[src/rtl/nbm_pkg.sv]
package nbm_pkg;
   typedef enum logic [3:0] {
      ST_IDLE,
      ST_P_ADDR,
      ST_P_DATA,
      ST_P_DONE,
      ST_R_ADDR,
      ST_R_CONF,
      ST_R_DATA,
      ST_R_CODE,
      ST_R_DONE
   } nbm_state_t;

   localparam logic [7:0] OP_PROGRAM   = 8'h80;
   localparam logic [7:0] OP_READ      = 8'h00;
   localparam logic [7:0] OP_READ_CONF = 8'h30;

   localparam int ADDR_MIN = 3;
   localparam int ADDR_MAX = 5;
endpackage

[src/rtl/nbm_cycle_decode.sv]
module nbm_cycle_decode
   import nbm_pkg::*;
(
   input  logic       cle,
   input  logic       ale,
   input  logic       wr_stb,
   input  logic       rd_stb,
   input  logic [7:0] op,
   output logic       cmd_prog,
   output logic       cmd_read,
   output logic       cmd_conf,
   output logic       addr_wr,
   output logic       data_wr,
   output logic       data_rd
);
   logic cmd_wr;

   always_comb begin
      cmd_wr   = wr_stb && cle && !ale;
      cmd_prog = cmd_wr && (op == OP_PROGRAM);
      cmd_read = cmd_wr && (op == OP_READ);
      cmd_conf = cmd_wr && (op == OP_READ_CONF);
      addr_wr  = wr_stb && ale && !cle;
      data_wr  = wr_stb && !cle && !ale;
      data_rd  = rd_stb && !cle && !ale;
   end
endmodule

[src/rtl/nbm_step_counter.sv]
module nbm_step_counter #(
   parameter int W = 4
) (
   input  logic         clk,
   input  logic         rst_n,
   input  logic         clr,
   input  logic         step,
   output logic [W-1:0] cnt
);
   always_ff @(posedge clk or negedge rst_n) begin
      if (!rst_n)    cnt <= '0;
      else if (clr)  cnt <= '0;
      else if (step) cnt <= cnt + 1'b1;
   end
endmodule

[src/rtl/nbm_code_capture.sv]
module nbm_code_capture #(
   parameter int CODE_BYTES = 4
) (
   input  logic                    clk,
   input  logic                    rst_n,
   input  logic                    clr,
   input  logic                    take,
   input  logic [7:0]              din,
   output logic [CODE_BYTES*8-1:0] code,
   output logic                    last_take
);
   localparam int IDX_W = $clog2(CODE_BYTES) + 1;

   logic [IDX_W-1:0] idx;

   nbm_step_counter #(.W(IDX_W)) idx_cnt_i (
      .clk   (clk),
      .rst_n (rst_n),
      .clr   (clr),
      .step  (take),
      .cnt   (idx)
   );

   assign last_take = take && (idx == IDX_W'(CODE_BYTES - 1));

   for (genvar g = 0; g < CODE_BYTES; g++) begin : g_lane
      always_ff @(posedge clk or negedge rst_n) begin
         if (!rst_n)
            code[g*8 +: 8] <= '0;
         else if (clr)
            code[g*8 +: 8] <= '0;
         else if (take && (idx == IDX_W'(g)))
            code[g*8 +: 8] <= din;
      end
   end
endmodule

[src/rtl/nbm_seq_monitor.sv]
module nbm_seq_monitor
   import nbm_pkg::*;
#(
   parameter int IO_W       = 8,
   parameter int BASE_WORDS = 512
) (
   input  logic            clk,
   input  logic            rst_n,
   input  logic            nand_cle,
   input  logic            nand_ale,
   input  logic            nand_wr_stb,
   input  logic            nand_rd_stb,
   input  logic [IO_W-1:0] nand_io,
   input  logic [2:0]      addr_cycles,
   input  logic [1:0]      page_sel,
   output logic            ecc_clear,
   output logic            ecc_acc,
   output logic [IO_W-1:0] ecc_acc_data,
   output logic            ecc_locked,
   output logic            code_valid,
   output logic [31:0]     stored_code
);
   localparam int CODE_BYTES = 4;
   localparam int MAX_WORDS  = BASE_WORDS * 8;
   localparam int CNT_W      = $clog2(MAX_WORDS) + 1;
   localparam int ADDR_W     = 3;

   if (IO_W != 8 && IO_W != 16) begin : g_bad_width
      $error("nbm_seq_monitor: IO_W must be 8 or 16");
   end
   if (BASE_WORDS < 2) begin : g_bad_base
      $error("nbm_seq_monitor: BASE_WORDS must be at least 2");
   end

   nbm_state_t st_q, st_d;

   logic cmd_prog, cmd_read, cmd_conf, addr_wr, data_wr, data_rd;
   logic start;
   logic [ADDR_W-1:0] addr_cnt, addr_lim;
   logic [CNT_W-1:0]  word_cnt, word_lim;
   logic addr_step, addr_hit, word_step, word_hit, code_step, code_hit;

   nbm_cycle_decode dec_i (
      .cle      (nand_cle),
      .ale      (nand_ale),
      .wr_stb   (nand_wr_stb),
      .rd_stb   (nand_rd_stb),
      .op       (nand_io[7:0]),
      .cmd_prog (cmd_prog),
      .cmd_read (cmd_read),
      .cmd_conf (cmd_conf),
      .addr_wr  (addr_wr),
      .data_wr  (data_wr),
      .data_rd  (data_rd)
   );

   assign start = cmd_prog || cmd_read;

   always_comb begin
      if (addr_cycles < 3'(ADDR_MIN))      addr_lim = 3'(ADDR_MIN);
      else if (addr_cycles > 3'(ADDR_MAX)) addr_lim = 3'(ADDR_MAX);
      else                                 addr_lim = addr_cycles;
   end

   assign word_lim  = CNT_W'(BASE_WORDS) << page_sel;

   assign addr_step = addr_wr && ((st_q == ST_P_ADDR) || (st_q == ST_R_ADDR));
   assign addr_hit  = addr_step && (addr_cnt == addr_lim - 1'b1);
   assign word_step = ((st_q == ST_P_DATA) && data_wr) ||
                      ((st_q == ST_R_DATA) && data_rd);
   assign word_hit  = word_step && (word_cnt == word_lim - 1'b1);
   assign code_step = (st_q == ST_R_CODE) && data_rd;

   nbm_step_counter #(.W(ADDR_W)) addr_cnt_i (
      .clk   (clk),
      .rst_n (rst_n),
      .clr   (start),
      .step  (addr_step),
      .cnt   (addr_cnt)
   );

   nbm_step_counter #(.W(CNT_W)) word_cnt_i (
      .clk   (clk),
      .rst_n (rst_n),
      .clr   (start),
      .step  (word_step),
      .cnt   (word_cnt)
   );

   nbm_code_capture #(.CODE_BYTES(CODE_BYTES)) cap_i (
      .clk       (clk),
      .rst_n     (rst_n),
      .clr       (start),
      .take      (code_step),
      .din       (nand_io[7:0]),
      .code      (stored_code),
      .last_take (code_hit)
   );

   always_comb begin
      st_d = st_q;
      if (cmd_prog)      st_d = ST_P_ADDR;
      else if (cmd_read) st_d = ST_R_ADDR;
      else begin
         unique case (st_q)
            ST_P_ADDR: if (addr_hit) st_d = ST_P_DATA;
            ST_P_DATA: if (word_hit) st_d = ST_P_DONE;
            ST_R_ADDR: if (addr_hit) st_d = ST_R_CONF;
            ST_R_CONF: if (cmd_conf) st_d = ST_R_DATA;
            ST_R_DATA: if (word_hit) st_d = ST_R_CODE;
            ST_R_CODE: if (code_hit) st_d = ST_R_DONE;
            default:   st_d = st_q;
         endcase
      end
   end

   always_ff @(posedge clk or negedge rst_n) begin
      if (!rst_n) begin
         st_q         <= ST_IDLE;
         ecc_clear    <= 1'b0;
         ecc_acc      <= 1'b0;
         ecc_acc_data <= '0;
         ecc_locked   <= 1'b0;
         code_valid   <= 1'b0;
      end else begin
         st_q      <= st_d;
         ecc_clear <= start;
         ecc_acc   <= word_step;
         if (word_step) ecc_acc_data <= nand_io;
         if (start) begin
            ecc_locked <= 1'b0;
            code_valid <= 1'b0;
         end else begin
            if (word_hit) ecc_locked <= 1'b1;
            if (code_hit) code_valid <= 1'b1;
         end
      end
   end
endmodule

[config.mk]
export PLATFORM = sky130hd
export DESIGN_NAME = nbm_seq_monitor
export DESIGN_NICKNAME = d
export VERILOG_FILES = /design/src/rtl/nbm_pkg.sv /design/src/rtl/nbm_cycle_decode.sv /design/src/rtl/nbm_step_counter.sv /design/src/rtl/nbm_code_capture.sv /design/src/rtl/nbm_seq_monitor.sv
export SDC_FILE = /design/constraint.sdc
export NUM_CORES = 1
export LEC_CHECK = 0
export BUFFER_PORTS_ARGS = -buffer_cell sky130_fd_sc_hd__buf_2
export CORE_UTILIZATION = 25
export CTS_CLUSTER_SIZE = 25
export DETAILED_ROUTE_END_ITERATION = 16
export GPL_TIMING_DRIVEN = 1
export MAX_ROUTING_LAYER = met4
export PLACE_DENSITY = 0.54
export SYNTH_ARGS = -nofsm -noshare
export SYNTH_HDL_FRONTEND = slang
export SYNTH_HIERARCHICAL = 1
export SYNTH_SLANG_ARGS = --single-unit
export TNS_END_PERCENT = 50
[constraint.sdc]
create_clock -name clk -period 7.1 [get_ports clk]
set_input_delay 0.71 -clock clk [delete_from_list [all_inputs] [get_ports clk]]
set_output_delay 0.71 -clock clk [all_outputs]
set_load 0.01 [all_outputs]
==> results.md <==
* Syn Inst Count at 300
* Hold slack at 0.503 ns
* Busiest grt layer: met2
* TritonCTS Buffers at 9
* Avg WL per Cell at 14.7 um
* Width of the die at 119 um
* RSZ-0062 raised after global routing: no
* Final hold viol count at 0
* Worst min path class: register to register
* Initial antenna violation count at 0
* Post-cts sizing count at 0
* FF-to-FF path depth at 8
* CTS clk-pin slew, worst paths at 0.06 ns
* Max Clk Rate at 330 MHz
* Hold endpoint: ecc_acc_data[3]
* Post-synth ARST share at 100%
* Crit-path max FO at 8
* Vias per cell at 4.68
* First-pass GRT wire length at 13,100 um
* Maxcap violations at 0
* Global Route met1 Usage at 16.0%
* TritonCTS clock tree: yes
* Total GRT Usage at 12.3%
* Fin crit share at 42.6%
* Worst EP required at 7.32 ns
* DRT antenna net count at 0
* Met2 Use GR at 18.5%
* Layout Cells excl Fill at 542
* Critical setup path kind: register to register
* Seq/Total Area, Yosys at 49.0%
* Post-Syn Nets at 323
* DP Cell Count at 526
* Slew @ Worst Pin at 0.885 ns
* Post-Syn Area per Cell at 11.4 um^2
* Commonest non-fill, non-tap cell in the layout: dfrtp_1
* Post-layout min period at 3.03 ns
* Bufs on Longest Clock Path at 2
* #FFs+latches synth at 67
* Gr ovfl total at 0
* Min-Delay Path Depth at 1
* Worst setup startpoint: st_q[2]
* Root buf cell: clkbuf_16
* Gpl congestion at 0.797
* Skew-Pair Late Insertion Delay at 0.34 ns
* Total number of vias at 2,539
* Final setup viols at 0
* Outcome: finished, final reports clean
* Yosys cell types at 61
* Post-synth EDFFs at 0
* Post CTS Setup Buffer Count at 0
* Reg2Reg Capture Point: st_q[0]
* Port bufs at 62
* R2r startpoint: st_q[2]
* Clock skew at 0.00919 ns
* Worst vdd ir at 0.000120 V
* Initial detailed-routing violation count at 90
* Hold buffers post-CTS at 0
* Vias in the first global route at 2,501
* Crit start category: register
* Full die area at 0.0141 mm^2
* Initial Utilization at 25.7%
* Sink Count at 67
* Total chip power at 1070 uW
* M3 GR Usage at 2.20%
* Slew Viols, Final at 0
* CP Capture Type: register
* Diode count at 0
* Cell area after synthesis at 0.00342 mm^2
* Fin Setup TNS at 0 ns
* Nets at 384
* Leakage at 0.00205 uW
* Hold path start: ecc_acc_data[3]
* Flop-to-flop setup slack at 4.07 ns
* Dpl hpwl at 5550 um
* Prevailing post-synth register cell: dfrtp_1
* Pre-antenna DRT Iters at 4
* Layout fillers at 1,359
* I/O pin total at 63
* Final wirelength at 7950 um
* Synth Warn # at 6
* Synth-to-layout area growth at 22.5%
* Power density over the cells at 254 mW/mm^2
* # DRC at 0
* H-tree depth at 3
* Largest net degree at the start of global routing at 68
* Share of cells above drive strength 1 at 28.7%
* Arrival @ worst endpoint at 3.24 ns
* Chip Height at 119 um
* Worst slew margin at 41.0%
* FP Rows at 42
* Core area at 0.0133 mm^2
* Most frequent cells in the layout: dfrtp_1, buf_2, nand2b_1
[layer usage]
metal	wire [um]	part of all wire, %
met5	0	0
met4	117	1.5
met3	268	3.4
met2	3810	48
met1	3760	47
[registers in the layout (all words and copies together) (netlist names)]
| name | cells |
|---|---|
| code_valid | 1 |
| cap_i/code | 32 |
| cap_i/idx_cnt_i/cnt | 3 |
| ecc_acc_data | 8 |
| st_q | 4 |
| ecc_clear | 1 |
| ecc_acc | 1 |
| word_cnt_i/cnt | 13 |
| addr_cnt_i/cnt | 3 |
| ecc_locked | 1 |
[how the worst max path moves through the flow]
stage                    endpoint  slack (ns)  cells past startpoint
2_1_floorplan  word_cnt_i/cnt[11]        4.06                      8
4_1_cts                   st_q[0]        4.10                      8
6_report                  st_q[0]        4.07                      8
5_1_grt                   st_q[0]        3.86                      8
3_5_place_dp              st_q[0]        3.79                      9
3_3_place_gp              st_q[0]        3.78                      9
[final cells by class]
cell class / count / area (um^2) / area share [%]
Tap cell: 176 / 220 / 5.26
Timing Repair Buffer: 64 / 325 / 7.77
Sequential cell: 67 / 1680 / 40.0
Clock buffer: 9 / 225 / 5.38
Multi-Input combinational cell: 212 / 1630 / 38.9
Inverter: 7 / 26.3 / 0.627
Clock inverter: 7 / 83.8 / 2.00
[kinds of logic after synthesis]
family / after synthesis / share of synthesized area [%]
adders and majority gates: 4 / 1.46
and+or+nand+nor: 115 / 21.7
buffers and inverters: 21 / 3.26
AOI/OAI and AO/OA: 36 / 7.83
muxes: 46 / 13.8
xor gates and xnor gates: 11 / 2.82
DFF: 67 / 49.0
[stage by stage]
stage                     util, %  worst slack (ns)  instance area (um^2)
after floorplan                 -              4.06                  3420
after global placement       29.2              3.78                  3880
after detailed placement     29.2              3.79                  3880
after CTS                    31.5              4.10                  4190
after global routing         31.5              3.86                  4190
final                        31.5              4.07                  4190
[critical path, cell delays in order (launching register included)]
cell and delay [ns]:
dfrtp_1 0.51, nor2b_1 0.30, and4_1 0.43, nand4b_1 0.31, inv_2 0.29, nand3_1 0.10
a311oi_1 0.49, nand2_1 0.10, a311o_1 0.36
[cells in the mapped netlist, types with 3 or more instances]
cell / number / area [um^2]
nand3_1: 4 / 20.0
nor2b_1: 3 / 18.8
or4_1: 5 / 37.5
inv_1: 6 / 22.5
nand4_1: 3 / 18.8
buf_2: 5 / 25.0
clkbuf_1: 4 / 15.0
o31ai_1: 4 / 30.0
nor3_1: 5 / 25.0
nand3b_1: 3 / 22.5
xor2_1: 5 / 43.8
ha_1: 4 / 50.1
buf_6: 3 / 33.8
dfrtp_1: 67 / 1680
nor2_1: 17 / 63.8
xnor2_1: 6 / 52.6
nand2b_1: 41 / 257
nand2_1: 7 / 26.3
mux2_2: 8 / 90.1
nand4bb_1: 3 / 33.8
a21oi_1: 9 / 45.0
nor3b_1: 4 / 30.0
or3_1: 4 / 25.0
mux2i_1: 36 / 360
[report_power, final]
group          total (uW)  switching [uW]  internal [uW]
Clock                 463             185            278
Combinational         144            73.7           70.0
Sequential            458            38.0            420
Total                1070             297            768
No activity file was read; power rests on OpenSTA's default activity.
